**src/rtl/can_regs_pkg.sv**
```systemverilog
package can_regs_pkg;
  localparam int REG_W  = 32;
  localparam int IDX_W  = $clog2(REG_W);
  localparam int NFLAG  = 6;
  localparam int ECNT_W = 8;

  // flag slots, shared by status and enable layouts
  localparam int FL_RX   = 0;
  localparam int FL_OVR  = 1;
  localparam int FL_CSC  = 2;
  localparam int FL_TOUT = 3;
  localparam int FL_TX   = 4;
  localparam int FL_ERR  = 5;

  // word indices
  localparam int A_CTRL  = 0;
  localparam int A_IE    = 1;
  localparam int A_STAT  = 2;
  localparam int A_ECNT  = 3;
  localparam int A_TBASE = 4;

  // control bit positions
  localparam int CB_INIT_AK = 8;
  localparam int CB_SLP_AK  = 9;
  localparam int CB_ENABLE  = 15;
  localparam int ST_TX_LSB  = 18;
  localparam int ST_RX_LSB  = 20;

  // writable control bits: request bits always, the rest only in init
  localparam logic [REG_W-1:0] CTRL_WMASK_RUN  = 32'h0000_0003;
  localparam logic [REG_W-1:0] CTRL_WMASK_INIT = 32'hFFFF_3003;
  localparam logic [REG_W-1:0] IE_MASK         = 32'h0003_00C3;

  function automatic logic [IDX_W-1:0] flag_stat_pos(input int i);
    case (i)
      FL_RX:   return IDX_W'(16);
      FL_OVR:  return IDX_W'(17);
      FL_CSC:  return IDX_W'(22);
      FL_TOUT: return IDX_W'(23);
      FL_TX:   return IDX_W'(24);
      default: return IDX_W'(25);
    endcase
  endfunction

  function automatic logic [IDX_W-1:0] flag_ie_pos(input int i);
    case (i)
      FL_RX:   return IDX_W'(0);
      FL_OVR:  return IDX_W'(1);
      FL_CSC:  return IDX_W'(6);
      FL_TOUT: return IDX_W'(7);
      FL_TX:   return IDX_W'(16);
      default: return IDX_W'(17);
    endcase
  endfunction

  // gather the flag slots out of a register word
  function automatic logic [NFLAG-1:0] pick_flags(input logic [REG_W-1:0] w,
                                                  input logic use_ie);
    logic [NFLAG-1:0] f;
    for (int i = 0; i < NFLAG; i++)
      f[i] = w[use_ie ? flag_ie_pos(i) : flag_stat_pos(i)];
    return f;
  endfunction

  // scatter flag slots into a register word
  function automatic logic [REG_W-1:0] place_flags(input logic [NFLAG-1:0] f,
                                                   input logic use_ie);
    logic [REG_W-1:0] w;
    w = '0;
    for (int i = 0; i < NFLAG; i++)
      w[use_ie ? flag_ie_pos(i) : flag_stat_pos(i)] = f[i];
    return w;
  endfunction

  // masked merge of a control write, gated by the init acknowledge
  function automatic logic [REG_W-1:0] ctrl_merge(input logic [REG_W-1:0] q,
                                                  input logic [REG_W-1:0] d,
                                                  input logic in_init);
    logic [REG_W-1:0] m;
    m = in_init ? CTRL_WMASK_INIT : CTRL_WMASK_RUN;
    return (q & ~m) | (d & m);
  endfunction
endpackage

```
**src/rtl/can_mode_handshake.sv**
```systemverilog
module can_mode_handshake #(
  parameter int   ACK_DLY = 4,
  parameter logic RST_ACK = 1'b0
) (
  input  logic clk,
  input  logic rst_n,
  input  logic req,
  output logic ack
);
  localparam int CW = (ACK_DLY < 2) ? 1 : $clog2(ACK_DLY + 1);
  localparam logic [CW-1:0] LAST = CW'(ACK_DLY - 1);

  logic [CW-1:0] cnt_q;
  logic          pending;
  logic          expire;

  assign pending = (req != ack);
  assign expire  = pending && (cnt_q == LAST);

  always_ff @(posedge clk or negedge rst_n) begin
    if (!rst_n) begin
      ack   <= RST_ACK;
      cnt_q <= '0;
    end else if (!pending) begin
      cnt_q <= '0;
    end else if (expire) begin
      ack   <= req;
      cnt_q <= '0;
    end else begin
      cnt_q <= cnt_q + 1'b1;
    end
  end


  ack_follows_req_chk: assert property (@(posedge clk) disable iff (!rst_n)
    !$stable(ack) |-> $past(req != ack));
endmodule

```
**src/rtl/can_ctrl_word.sv**
```systemverilog
module can_ctrl_word
  import can_regs_pkg::*;
(
  input  logic             clk,
  input  logic             rst_n,
  input  logic             wr,
  input  logic [REG_W-1:0] wdata,
  input  logic             in_init,
  output logic [REG_W-1:0] ctrl_q
);
  logic [REG_W-1:0] ctrl_d;

  assign ctrl_d = ctrl_merge(ctrl_q, wdata, in_init);

  always_ff @(posedge clk or negedge rst_n) begin
    if (!rst_n)  ctrl_q <= 32'h0000_0001;
    else if (wr) ctrl_q <= ctrl_d;
  end


  run_gate_chk: assert property (@(posedge clk) disable iff (!rst_n)
    (wr && !in_init) |=> ((ctrl_q & ~CTRL_WMASK_RUN) == $past(ctrl_q & ~CTRL_WMASK_RUN)));


  init_write_chk: assert property (@(posedge clk) disable iff (!rst_n)
    (wr && in_init) |=> ((ctrl_q & CTRL_WMASK_INIT) == $past(wdata & CTRL_WMASK_INIT)));
endmodule

```
**src/rtl/can_status_flags.sv**
```systemverilog
module can_status_flags
  import can_regs_pkg::*;
(
  input  logic             clk,
  input  logic             rst_n,
  input  logic [NFLAG-1:0] ev_in,
  input  logic [NFLAG-1:0] clr,
  input  logic [1:0]       tx_state_in,
  input  logic [1:0]       rx_state_in,
  output logic [NFLAG-1:0] flags_q,
  output logic [1:0]       tx_state_q,
  output logic [1:0]       rx_state_q,
  output logic             state_change
);
  logic [NFLAG-1:0] set_vec;
  logic [NFLAG-1:0] flags_d;

  assign state_change = ({tx_state_in, rx_state_in} != {tx_state_q, rx_state_q});

  always_comb begin
    set_vec         = ev_in;
    set_vec[FL_CSC] = ev_in[FL_CSC] | state_change;
    flags_d         = (flags_q & ~clr) | set_vec;
  end

  always_ff @(posedge clk or negedge rst_n) begin
    if (!rst_n) begin
      flags_q    <= '0;
      tx_state_q <= '0;
      rx_state_q <= '0;
    end else begin
      flags_q    <= flags_d;
      tx_state_q <= tx_state_in;
      rx_state_q <= rx_state_in;
    end
  end


  flag_set_chk: assert property (@(posedge clk) disable iff (!rst_n)
    (set_vec != '0) |=> ((flags_q & $past(set_vec)) == $past(set_vec)));


  flag_clear_chk: assert property (@(posedge clk) disable iff (!rst_n)
    ((clr & ~set_vec) != '0) |=> ((flags_q & $past(clr & ~set_vec)) == '0));


  csc_on_change_chk: assert property (@(posedge clk) disable iff (!rst_n)
    state_change |=> flags_q[FL_CSC]);


  state_track_chk: assert property (@(posedge clk) disable iff (!rst_n)
    state_change |=> ({tx_state_q, rx_state_q} == $past({tx_state_in, rx_state_in})));
endmodule

```
**src/rtl/can_ctrl_regs.sv**
```systemverilog
module can_ctrl_regs
  import can_regs_pkg::*;
#(
  parameter int          ADDR_W   = 3,
  parameter int          ACK_DLY  = 4,
  parameter logic [31:0] TIMEBASE = 32'd40_000_000
) (
  input  logic              clk,
  input  logic              rst_n,
  input  logic              bus_wr,
  input  logic [ADDR_W-1:0] bus_addr,
  input  logic [31:0]       bus_wdata,
  output logic [31:0]       bus_rdata,
  input  logic [1:0]        eng_tx_state,
  input  logic [1:0]        eng_rx_state,
  input  logic [7:0]        eng_rx_errcnt,
  input  logic [7:0]        eng_tx_errcnt,
  input  logic              ev_rx,
  input  logic              ev_ovr,
  input  logic              ev_tout,
  input  logic              ev_tx,
  input  logic              ev_err,
  output logic [5:0]        cfg_prescale,
  output logic [1:0]        cfg_sjw,
  output logic [3:0]        cfg_tseg1,
  output logic [2:0]        cfg_tseg2,
  output logic              cfg_triple,
  output logic              cfg_listen,
  output logic              cfg_loopback,
  output logic              init_ack,
  output logic              sleep_ack,
  output logic              irq
);
  localparam int NMODE = 2;

  logic              wr_ctrl, wr_ie, wr_stat;
  logic [REG_W-1:0]  ctrl_q;
  logic [REG_W-1:0]  ie_q;
  logic [NMODE-1:0]  mode_ack;
  logic [NFLAG-1:0]  ev_vec, clr_vec, flags_q, ie_flags;
  logic [1:0]        tx_state_q, rx_state_q;
  logic              state_change;

  assign wr_ctrl = bus_wr && (bus_addr == ADDR_W'(A_CTRL));
  assign wr_ie   = bus_wr && (bus_addr == ADDR_W'(A_IE));
  assign wr_stat = bus_wr && (bus_addr == ADDR_W'(A_STAT));

  // control word with gated timing fields
  can_ctrl_word u_ctrl (
    .clk     (clk),
    .rst_n   (rst_n),
    .wr      (wr_ctrl),
    .wdata   (bus_wdata),
    .in_init (init_ack),
    .ctrl_q  (ctrl_q)
  );

  // init (slot 0) and sleep (slot 1) request/acknowledge pairs
  for (genvar g = 0; g < NMODE; g++) begin : g_hs
    can_mode_handshake #(
      .ACK_DLY (ACK_DLY),
      .RST_ACK ((g == 0) ? 1'b1 : 1'b0)
    ) u_hs (
      .clk   (clk),
      .rst_n (rst_n),
      .req   (ctrl_q[g]),
      .ack   (mode_ack[g])
    );
  end

  assign init_ack  = mode_ack[0];
  assign sleep_ack = mode_ack[1];

  assign cfg_prescale = ctrl_q[21:16];
  assign cfg_sjw      = ctrl_q[23:22];
  assign cfg_tseg1    = ctrl_q[27:24];
  assign cfg_tseg2    = ctrl_q[30:28];
  assign cfg_triple   = ctrl_q[31];
  assign cfg_listen   = ctrl_q[12];
  assign cfg_loopback = ctrl_q[13];

  // interrupt enable
  always_ff @(posedge clk or negedge rst_n) begin
    if (!rst_n)     ie_q <= '0;
    else if (wr_ie) ie_q <= bus_wdata & IE_MASK;
  end

  always_comb begin
    ev_vec          = '0;
    ev_vec[FL_RX]   = ev_rx;
    ev_vec[FL_OVR]  = ev_ovr;
    ev_vec[FL_TOUT] = ev_tout;
    ev_vec[FL_TX]   = ev_tx;
    ev_vec[FL_ERR]  = ev_err;
    clr_vec         = wr_stat ? pick_flags(bus_wdata, 1'b0) : '0;
  end

  can_status_flags u_stat (
    .clk          (clk),
    .rst_n        (rst_n),
    .ev_in        (ev_vec),
    .clr          (clr_vec),
    .tx_state_in  (eng_tx_state),
    .rx_state_in  (eng_rx_state),
    .flags_q      (flags_q),
    .tx_state_q   (tx_state_q),
    .rx_state_q   (rx_state_q),
    .state_change (state_change)
  );

  assign ie_flags = pick_flags(ie_q, 1'b1);
  assign irq      = |(flags_q & ie_flags);

  // read mux
  always_comb begin
    bus_rdata = '0;
    case (bus_addr)
      ADDR_W'(A_CTRL): begin
        bus_rdata             = ctrl_q;
        bus_rdata[CB_INIT_AK] = init_ack;
        bus_rdata[CB_SLP_AK]  = sleep_ack;
        bus_rdata[CB_ENABLE]  = 1'b1;
      end
      ADDR_W'(A_IE): bus_rdata = ie_q;
      ADDR_W'(A_STAT): begin
        bus_rdata                          = place_flags(flags_q, 1'b0);
        bus_rdata[ST_TX_LSB+1:ST_TX_LSB]   = tx_state_q;
        bus_rdata[ST_RX_LSB+1:ST_RX_LSB]   = rx_state_q;
      end
      ADDR_W'(A_ECNT): begin
        bus_rdata[ECNT_W-1:0]  = eng_rx_errcnt;
        bus_rdata[16+ECNT_W-1:16] = eng_tx_errcnt;
      end
      ADDR_W'(A_TBASE): bus_rdata = TIMEBASE;
      default: bus_rdata = '0;
    endcase
  end


  irq_needs_flag_chk: assert property (@(posedge clk) disable iff (!rst_n)
    (state_change && ie_q[6]) |=> irq);
endmodule

```
**config.mk**
```make
export PLATFORM = sky130hd
export DESIGN_NAME = can_ctrl_regs
export DESIGN_NICKNAME = d
export VERILOG_FILES = /design/src/rtl/can_regs_pkg.sv /design/src/rtl/can_mode_handshake.sv /design/src/rtl/can_ctrl_word.sv /design/src/rtl/can_status_flags.sv /design/src/rtl/can_ctrl_regs.sv
export SDC_FILE = /design/constraint.sdc
export NUM_CORES = 1
export LEC_CHECK = 0
export BUFFER_PORTS_ARGS = -buffer_cell sky130_fd_sc_hd__buf_4
export CELL_PAD_IN_SITES_DETAIL_PLACEMENT = 0
export CELL_PAD_IN_SITES_GLOBAL_PLACEMENT = 1
export CORE_MARGIN = 2
export CORE_UTILIZATION = 37
export CTS_CLUSTER_DIAMETER = 200
export CTS_CLUSTER_SIZE = 10
export DETAILED_ROUTE_END_ITERATION = 10
export PLACE_DENSITY = 0.95
export SETUP_SLACK_MARGIN = 0.02
export SYNTH_ARGS = -nofsm -noshare
export SYNTH_HDL_FRONTEND = slang
export SYNTH_SLANG_ARGS = --single-unit
export TNS_END_PERCENT = 10
```
**constraint.sdc**
```tcl
create_clock -name clk -period 3.3 [get_ports clk]
set_input_delay 0.165 -clock clk [delete_from_list [all_inputs] [get_ports clk]]
set_output_delay 0.165 -clock clk [all_outputs]
set_load 0.005 [all_outputs]
```
==> reports/qor.csv, run 1 <==
metric,value,unit
result of the run,finished clean,
FMAX,0.6088,GHz
CTS tree,yes,
asr flop ratio synth,100.0,%
relative slew slack,61.86,%
"FF+latch count, synth",44,
max_cap viols,0,
number of global-route vias before repair,1740,
GP Congestion,0.7082,
1st-iter DRT viols,37,
"Gates resized, CTS repair",0,
Residual DRC,0,
post-synthesis sequential area ratio,48.89,%
crit path DAT,1.48,ns
worst skew pair latency,0.30,ns
vias,1772,
Total Wirelength,5685,µm
"Setup Fix Bufs, Post-CTS",0,
die area,6741,µm²
FP Rows,28,
Synth top cells by count,"dfrtp_1 (42), mux2_2 (22), mux2_4 (10)",
Root Buffer,clkbuf_8,
Critical Path End Type,output pin,
final slew viol count,0,
H-tree level count,2,
WS Path Type,reg -> out,
most frequent cell after synthesis,dfrtp_1,
LEAKAGE,1.596,nW
first-pass GRT wire length,8556,µm
Vias/cell,4.868,
Worst setup SP type,flip-flop,
DR WL/cell,15.62,µm
mapped cell area,2257,µm²
fillers,538,
Die H,82.11,µm
IO Pins,116,
clk slew on worst S/H paths,0.10,ns
clock buffer depth,2,
fin crit share,49.78,%
"antenna viol nets, final",0,
drt pass-1 iters,4,
Final min period,1.643,ns
Worst Clk Skew,0.01540,ns
die width,82.11,µm
crit path max fanout,3,
Syn-to-layout area delta,41.80,%
Global Route Usage Sum,17.10,%
largest cells by area after synthesis,"dfrtp_1 (47%), mux2_2 (11%), mux2_4 (6.7%), mux2i_1 (3.5%), and2_1 (2.5%)",
layout cells sized above 1,52.25,%
final hold vios,0,
core area,5921,µm²
RSZ-0062 raised after global routing,no,
Num CTS Buffers,5,
Cell variety after synth,35,
setup TNS,0,ns
Port Buffers,104,
"Avg Cell Area, Syn",12.33,µm²
clock sink total,44,
Post-synth EDFFs,0,
ys flop type,dfrtp_1,
initial core utilization,38.12,%
initial antenna violation count,0,
Synth Net Count,248,
Worst-Margin Slew,0.5720,ns
FF-to-FF setup slack,1.73,ns
VDD IR max,254.1,µV
Congestion Overflow GR,0,
Diodes inserted,0,
dpl hpwl,4086,µm
synth warn,0,
worst min path class,in -> reg,
power density over the cells,545.3,nW/µm²
# setup viols final,0,
Final Net Count,353,
required time worst endpoint,3.13,ns
largest net degree at the start of global routing,45,
Mapped Cells,183,
top-area cell type share of the netlist area,46.56,%
"area leader, netlist",dfrtp_1,
hold_ws,0.03194,ns
-- power breakdown --
part           switching, mW  internal, mW  total, mW
combinational          0.193         0.389      0.582
sequential             0.122         0.693      0.815
clock                  0.198         0.150      0.349
total                  0.514          1.23       1.75
-- kinds of logic after synthesis --
kind of cell / after synthesis / share of synthesized area (%)
flops: 44 / 48.89
other cells: 1 / 0.1661
mux: 41 / 22.17
compound gates: 25 / 7.649
xor+xnor: 6 / 2.328
buf+inv: 11 / 3.270
fa+ha+maj: 2 / 1.108
simple gates: 53 / 14.41
-- metal layers --
metal / GRT usage (%) / share of wire [%] / up-vias
li1: - / - / 859
met1: 21.11 / 42 / 844
met2: 29.43 / 50 / 64
met3: 4.783 / 7.4 / 5
met4: 4.500 / 0.70 / 0
met5: 0 / 0 / -
-- cells in the final DEF (no fill, tap or decap), types with 6 or more instances in the layout --
cell	n
and2_1	9
xnor2_1	6
buf_4	104
mux2i_1	8
nand2_1	8
a21o_1	6
mux2_4	10
a22oi_1	7
nor2_1	8
dfrtp_1	42
mux2_2	22
-- critical path, stage by stage (launching register included) --
cell and delay [ns]:
dfrtp_1 0.42, mux4_2 0.47, nor2b_1 0.14, buf_4 0.14
-- cell type report --
cell class / count / area, µm² / share of cell area, %
clock buffer: 5 / 68.82 / 2.150
clock inverter: 3 / 23.77 / 0.7428
multi-input combinational: 128 / 1080 / 33.74
sequential: 44 / 1104 / 34.48
tap: 75 / 93.84 / 2.932
timing repair buffer: 109 / 830.8 / 25.96
-- path summary, 6_finish.rpt --
path / startpoint / to / cells past startpoint
worst max-delay path: u_stat.flags_q[0]$_DFF_PN0_ / bus_rdata[16] / 3
worst min-delay path: ev_rx / u_stat.flags_q[0]$_DFF_PN0_ / 2
worst max register to register: g_hs[0].u_hs.ack$_DFFE_PN1P_ / flip-flop / 2
worst min register to register: g_hs[1].u_hs.cnt_q[0]$_DFF_PN0_ / g_hs[1].u_hs.cnt_q[0]$_DFF_PN0_ / 1
max in group asynchronous: rst_n / async pin / 2
min in group asynchronous: rst_n / ie_q[6]$_DFFE_PN0P_ / 2
-- metrics by stage --
| step | instances | power [mW] | utilization [%] | area [µm²] | setup slack [ns] |
|---|---|---|---|---|---|
| after floorplan | 183 | 1.089 | - | 2257 | 1.953 |
| after global placement | 351 | 1.388 | 51.65 | 3058 | 1.749 |
| after detailed placement | 351 | 1.410 | 51.65 | 3058 | 1.726 |
| after CTS | 364 | 1.771 | 54.06 | 3201 | 1.646 |
| after global routing | 364 | 1.864 | 54.06 | 3201 | 1.618 |
| final | 364 | 1.745 | 54.06 | 3201 | 1.657 |
-- repair_timing --
action	CTS	global route
endpoints found under the hold margin	46	0
endpoints found under the setup margin	0	0
hold buffers	5	0
Note: power is estimated with default switching activity, not from simulation.
==> run 2, diff against run 1 <==
Settings changed: CORE_UTILIZATION 37 to 34, PLACE_DENSITY 0.95 to 0.91.
Clock period 3.3 ns to 1.57 ns, I/O delays scaled along.
==> reports/qor.csv, run 2 (synthesized netlist as in run 1, its figures left out) <==
metric,value,unit,change
max_cap viols,0,,unchanged
Placed Instances,358,,+2.0%
relative slew slack,61.81,%,about the same
Worst Clk Skew,0.005307,ns,-0.01010 ns
number of global-route vias before repair,1855,,+6.6%
first-pass GRT wire length,9177,µm,+7.3%
crit path max fanout,3,,unchanged
# setup viols final,0,,unchanged
fillers,575,,+6.9%
Root Buffer,clkbuf_8,,
largest net degree at the start of global routing,45,,unchanged
Global Route Usage Sum,16.12,%,-0.98 points
Critical Path End Type,output pin,,
Hold Crit Depth,2,,unchanged
"most common cell after layout, fill and taps aside",buf_4,,
VDD IR max,724.7,µV,+190%
FMAX,0.6672,GHz,
GP Congestion,0.7384,,+4.3%
met3 GRT Util,4.572,%,-0.21 points
dpl hpwl,4374,µm,+7.0%
"antenna viol nets, final",0,,unchanged
most frequent cells in the layout,"buf_4 (110), dfrtp_1 (42), mux2_2 (22), dlygate4sd3_1 (12), mux2_4 (10)",,
Die H,85.48,µm,+4.1%
core area,6386,µm²,+7.9%
required time worst endpoint,1.49,ns,-1.64 ns
clk slew on worst S/H paths,0.09,ns,about the same
Worst setup SP type,flip-flop,,
Congestion Overflow GR,0,,unchanged
FF-to-FF setup slack,0.23,ns,-1.50 ns
crit path DAT,1.42,ns,-0.06 ns
WS Path Type,reg -> out,,
hold_ws,0.01837,ns,-0.01357 ns
LEAKAGE,1.703,nW,+6.6%
Total Wirelength,5898,µm,+3.7%
initial core utilization,35.34,%,-2.8 points
Residual DRC,0,,unchanged
M2 GR Usage,27.70,%,-1.7 points
worst skew pair latency,0.29,ns,about the same
vias,1856,,+4.7%
IO Pins,116,,unchanged
Vias/cell,4.884,,+0.33%
fin crit share,95.47,%,
clock buffer depth,2,,unchanged
Final Net Count,367,,+4.0%
1st-iter DRT viols,40,,+8.1%
die width,85.48,µm,+4.1%
Num CTS Buffers,5,,unchanged
result of the run,finished clean,,
R2R depth,3,,+1
Syn-to-layout area delta,50.78,%,
RSZ-0062 raised after global routing,no,,
DR WL/cell,15.52,µm,-0.62%
power density over the cells,1225,nW/µm²,+120%
FP Rows,29,,+3.6%
die area,7307,µm²,+8.4%
Final min period,1.499,ns,
Most Crowded Layer GR,met2,,
Port Buffers,104,,unchanged
Diodes inserted,0,,unchanged
setup TNS,0,ns,unchanged
CTS tree,yes,,
H-tree level count,2,,unchanged
Post-Layout Cell Count,380,,+4.4%
drt pass-1 iters,4,,unchanged
Post-DP Area,3098,µm²,+1.3%
initial antenna violation count,0,,unchanged
Worst-Margin Slew,0.5728,ns,+0.0008133 ns
final slew viol count,0,,unchanged
worst min path class,in -> reg,,
met1 Use GR,20.22,%,-0.89 points
layout cells sized above 1,52.48,%,+0.23 points
fin area,3403,µm²,+6.3%
clock sink total,44,,unchanged
final hold vios,0,,unchanged
==> run 2: cell types whose count changed in the layout (fill, tap and decap cells not counted), sizes merged <==
cell         change
bufinv           +3
dlygate4sd3      +7
clkinvlp         -2
buf              +7
clkinv           -1
==> run 2: worst paths after layout <==
path	from	endpoint
min reg2reg	g_hs[1].u_hs.cnt_q[0]$_DFF_PN0_	g_hs[1].u_hs.cnt_q[0]$_DFF_PN0_
max reg2reg	g_hs[0].u_hs.ack$_DFFE_PN1P_	flip-flop
min	bus_wdata[30]	flip-flop
min in group asynchronous	rst_n	ie_q[0]$_DFFE_PN0P_
max	ie_q[16]$_DFFE_PN0P_	bus_rdata[16]
max in group asynchronous	rst_n	async pin
==> run 2: what timing repair did <==
action / in CTS / in global routing
endpoints found under the hold margin: 52 / 1
hold buffers: 11 / 1
endpoints found under the setup margin: 1 / 1
gates resized for setup: 0 / 2
buffers inserted: 2 / 0
==> run 2: metal layers <==
metal | up-vias | share of wire, %
met5 | - | 0
met3 | 2 | 6.6
met2 | 60 | 49
li1 | 887 | -
met1 | 907 | 44
met4 | 0 | 0.37
==> run 2: through the flow <==
step           worst slack [ns]  power [mW]  utilization (%)
2_1_floorplan            0.2229       2.289                -
3_3_place_gp             0.2397       2.929            48.51
6_report                0.07114       4.170            53.29
3_5_place_dp             0.2304       2.977            48.51
5_1_grt                 0.02670       4.411            53.29
4_1_cts                 0.04120       4.218            52.96
==> run 2: final cells by class <==
type | count | area (µm²) | area share [%]
clock inverters | 3 | 90.09 | 2.647
repair buffers | 123 | 957.2 | 28.13
multi-input cells | 128 | 1087 | 31.95
flip-flops and latches | 44 | 1104 | 32.43
well taps | 77 | 96.34 | 2.831
clock buffers | 5 | 68.82 | 2.022
==> run 2: worst max-delay path, cell delays in order, from the launching register on <==
cell and delay [ns]:
dfrtp_1 0.41, mux4_2 0.47, nor2b_4 0.14, buf_6 0.11
==> run 2: where the power goes <==
part,internal (mW),switching (mW)
Combinational,0.855,0.424
Clock,0.796,0.385
Sequential,1.46,0.254
Total,3.11,1.06
==> run 3, diff against run 2 <==
Settings changed: CORE_UTILIZATION 34 to 35, CTS_BUF_LIST from default to sky130_fd_sc_hd__clkbuf_4, PLACE_DENSITY 0.91 to 0.93.
==> reports/qor.csv, run 3 (synthesized netlist as in run 1, its figures left out) <==
metric,value,unit,change
result of the run,finished clean,,
required time worst endpoint,1.49,ns,about the same
fin area,3533,µm²,+3.8%
"antenna viol nets, final",0,,unchanged
worst skew pair latency,0.35,ns,+0.06 ns
Num CTS Buffers,5,,unchanged
crit path DAT,1.48,ns,+0.06 ns
max_cap viols,0,,unchanged
Critical Path Source,u_stat.flags_q[0]$_DFF_PN0_,,
Worst Clk Skew,0.01416,ns,+0.008856 ns
Final min period,1.560,ns,+0.06149 ns
GP Congestion,0.7394,,+0.14%
Placed Instances,358,,unchanged
dpl ws,0.2278,ns,-0.002571 ns
Congestion Overflow GR,0,,unchanged
FMAX,0.6409,GHz,-3.9%
FP Rows,29,,unchanged
dpl hpwl,4293,µm,-1.9%
die area,7107,µm²,-2.7%
WS Path Type,reg -> out,,
H-tree level count,2,,unchanged
Hold Crit Depth,3,,+1
fin crit share,99.39,%,+3.9 points
Port Buffers,104,,unchanged
clock sink total,44,,unchanged
most frequent cells in the layout,"buf_4 (113), dfrtp_1 (42), dlygate4sd3_1 (32), mux2_2 (22), mux2_4 (10)",,
RSZ-0062 raised after global routing,yes,,
clk slew on worst S/H paths,0.13,ns,+0.04 ns
Worst setup SP type,flip-flop,,
die width,84.31,µm,-1.4%
1st-iter DRT viols,62,,+55%
IO Pins,116,,unchanged
Die H,84.31,µm,-1.4%
initial core utilization,35.96,%,+0.61 points
worst path cell trace,mux4_2 -> nor2b_1 -> buf_4,,
drt pass-1 iters,4,,unchanged
PnR worst setup slack,0.009644,ns,-0.06149 ns
DR WL/cell,15.27,µm,-1.6%
vias,1975,,+6.4%
largest net degree at the start of global routing,45,,unchanged
Crit-path slowest cell,mux4_2,,
Total Wirelength,6138,µm,+4.1%
Final Net Count,389,,+6.0%
number of global-route vias before repair,2025,,+9.2%
Total Power,3.752,mW,-10%
hold_ws,0.1435,ns,+0.1252 ns
layout cells sized above 1,49.54,%,-2.9 points
Post-Layout Cell Count,402,,+5.8%
final slew viol count,0,,unchanged
# setup viols final,0,,unchanged
end of the critical path,bus_rdata[16],,
crit path max fanout,2,,-1
"most common cell after layout, fill and taps aside",buf_4,,
worst min path class,in -> reg,,
final hold vios,0,,unchanged
Vias/cell,4.913,,+0.59%
VDD IR max,561.9,µV,-22%
Diodes inserted,0,,unchanged
LEAKAGE,1.757,nW,+3.2%
CTS tree,yes,,
power density over the cells,1062,nW/µm²,-13%
Critical Path End Type,output pin,,
first-pass GRT wire length,9832,µm,+7.1%
Global Route Usage Sum,17.36,%,+1.2 points
Syn-to-layout area delta,56.54,%,
Residual DRC,0,,unchanged
setup TNS,0,ns,unchanged
core area,6277,µm²,-1.7%
R2R depth,3,,unchanged
FF-to-FF setup slack,0.20,ns,-0.03 ns
relative slew slack,62.91,%,+1.1 points
clock buffer depth,2,,unchanged
Finished Core Util,56.29,%,+3.0 points
Reg-to-Reg Start,g_hs[0].u_hs.ack$_DFFE_PN1P_,,
initial antenna violation count,0,,unchanged
Worst-Margin Slew,0.5564,ns,-0.01645 ns
Root Buffer,clkbuf_4,,
Worst path max stage delay,0.45,ns,-0.02 ns
Post-DP Area,3098,µm²,unchanged
-- run 3: cell count changes in the layout (fill, tap and decap cells not counted), sizes merged --
cell and delta:
buf +2, clkinv +1, dlygate4sd3 +20, clkbuf +1, bufinv -2
-- run 3: per-layer routing --
layer / GRT usage (%) / vias up / share of wire (%)
met5: 0 / - / 0
met4: 5.132 / 0 / 1.1
met3: 3.933 / 8 / 6.7
met2: 30.45 / 77 / 51
met1: 21.34 / 958 / 41
li1: - / 932 / -
-- run 3: worst max-delay path: cells and delay by family, from the launching register on --
family / cells / cell delay [ns]
muxes: 1 / 0.45
DFF: 1 / 0.41
and+or+nand+nor: 1 / 0.14
buffers and inverters: 1 / 0.13
-- run 3: where the power goes --
group          internal, mW  total [mW]  switching (mW)
Combinational         0.900        1.34           0.440
Clock                 0.351       0.702           0.351
Sequential             1.45        1.71           0.256
-- run 3: cell type report --
cell class / instances / area (µm²)
clock buffers: 6 / 45.04
clock inverters: 2 / 35.03
fillers: 552 / 2744
well taps: 77 / 96.34
flip-flops and latches: 44 / 1104
repair buffers: 145 / 1169
multi-input cells: 128 / 1085
-- run 3: repair_timing --
action,4_1_cts,5_1_grt
pin swaps,0,0
endpoints found under the setup margin,1,3
hold endpoints to repair,77,0
resized for setup,0,1
hold buffers,32,0
buffers inserted,3,1
-- run 3: worst min path at each step --
stage	startpoint	end	slack (ns)
after floorplan	rst_n	async pin	-0.22
after global placement	rst_n	g_hs[1].u_hs.cnt_q[2]$_DFF_PN0_	0.11
after detailed placement	rst_n	g_hs[1].u_hs.cnt_q[2]$_DFF_PN0_	0.12
after CTS	bus_wr	u_ctrl.ctrl_q[1]$_DFFE_PN0P_	0.14
after global routing	bus_wr	u_ctrl.ctrl_q[0]$_DFFE_PN1P_	0.15
final	bus_wr	u_ctrl.ctrl_q[1]$_DFFE_PN0P_	0.14
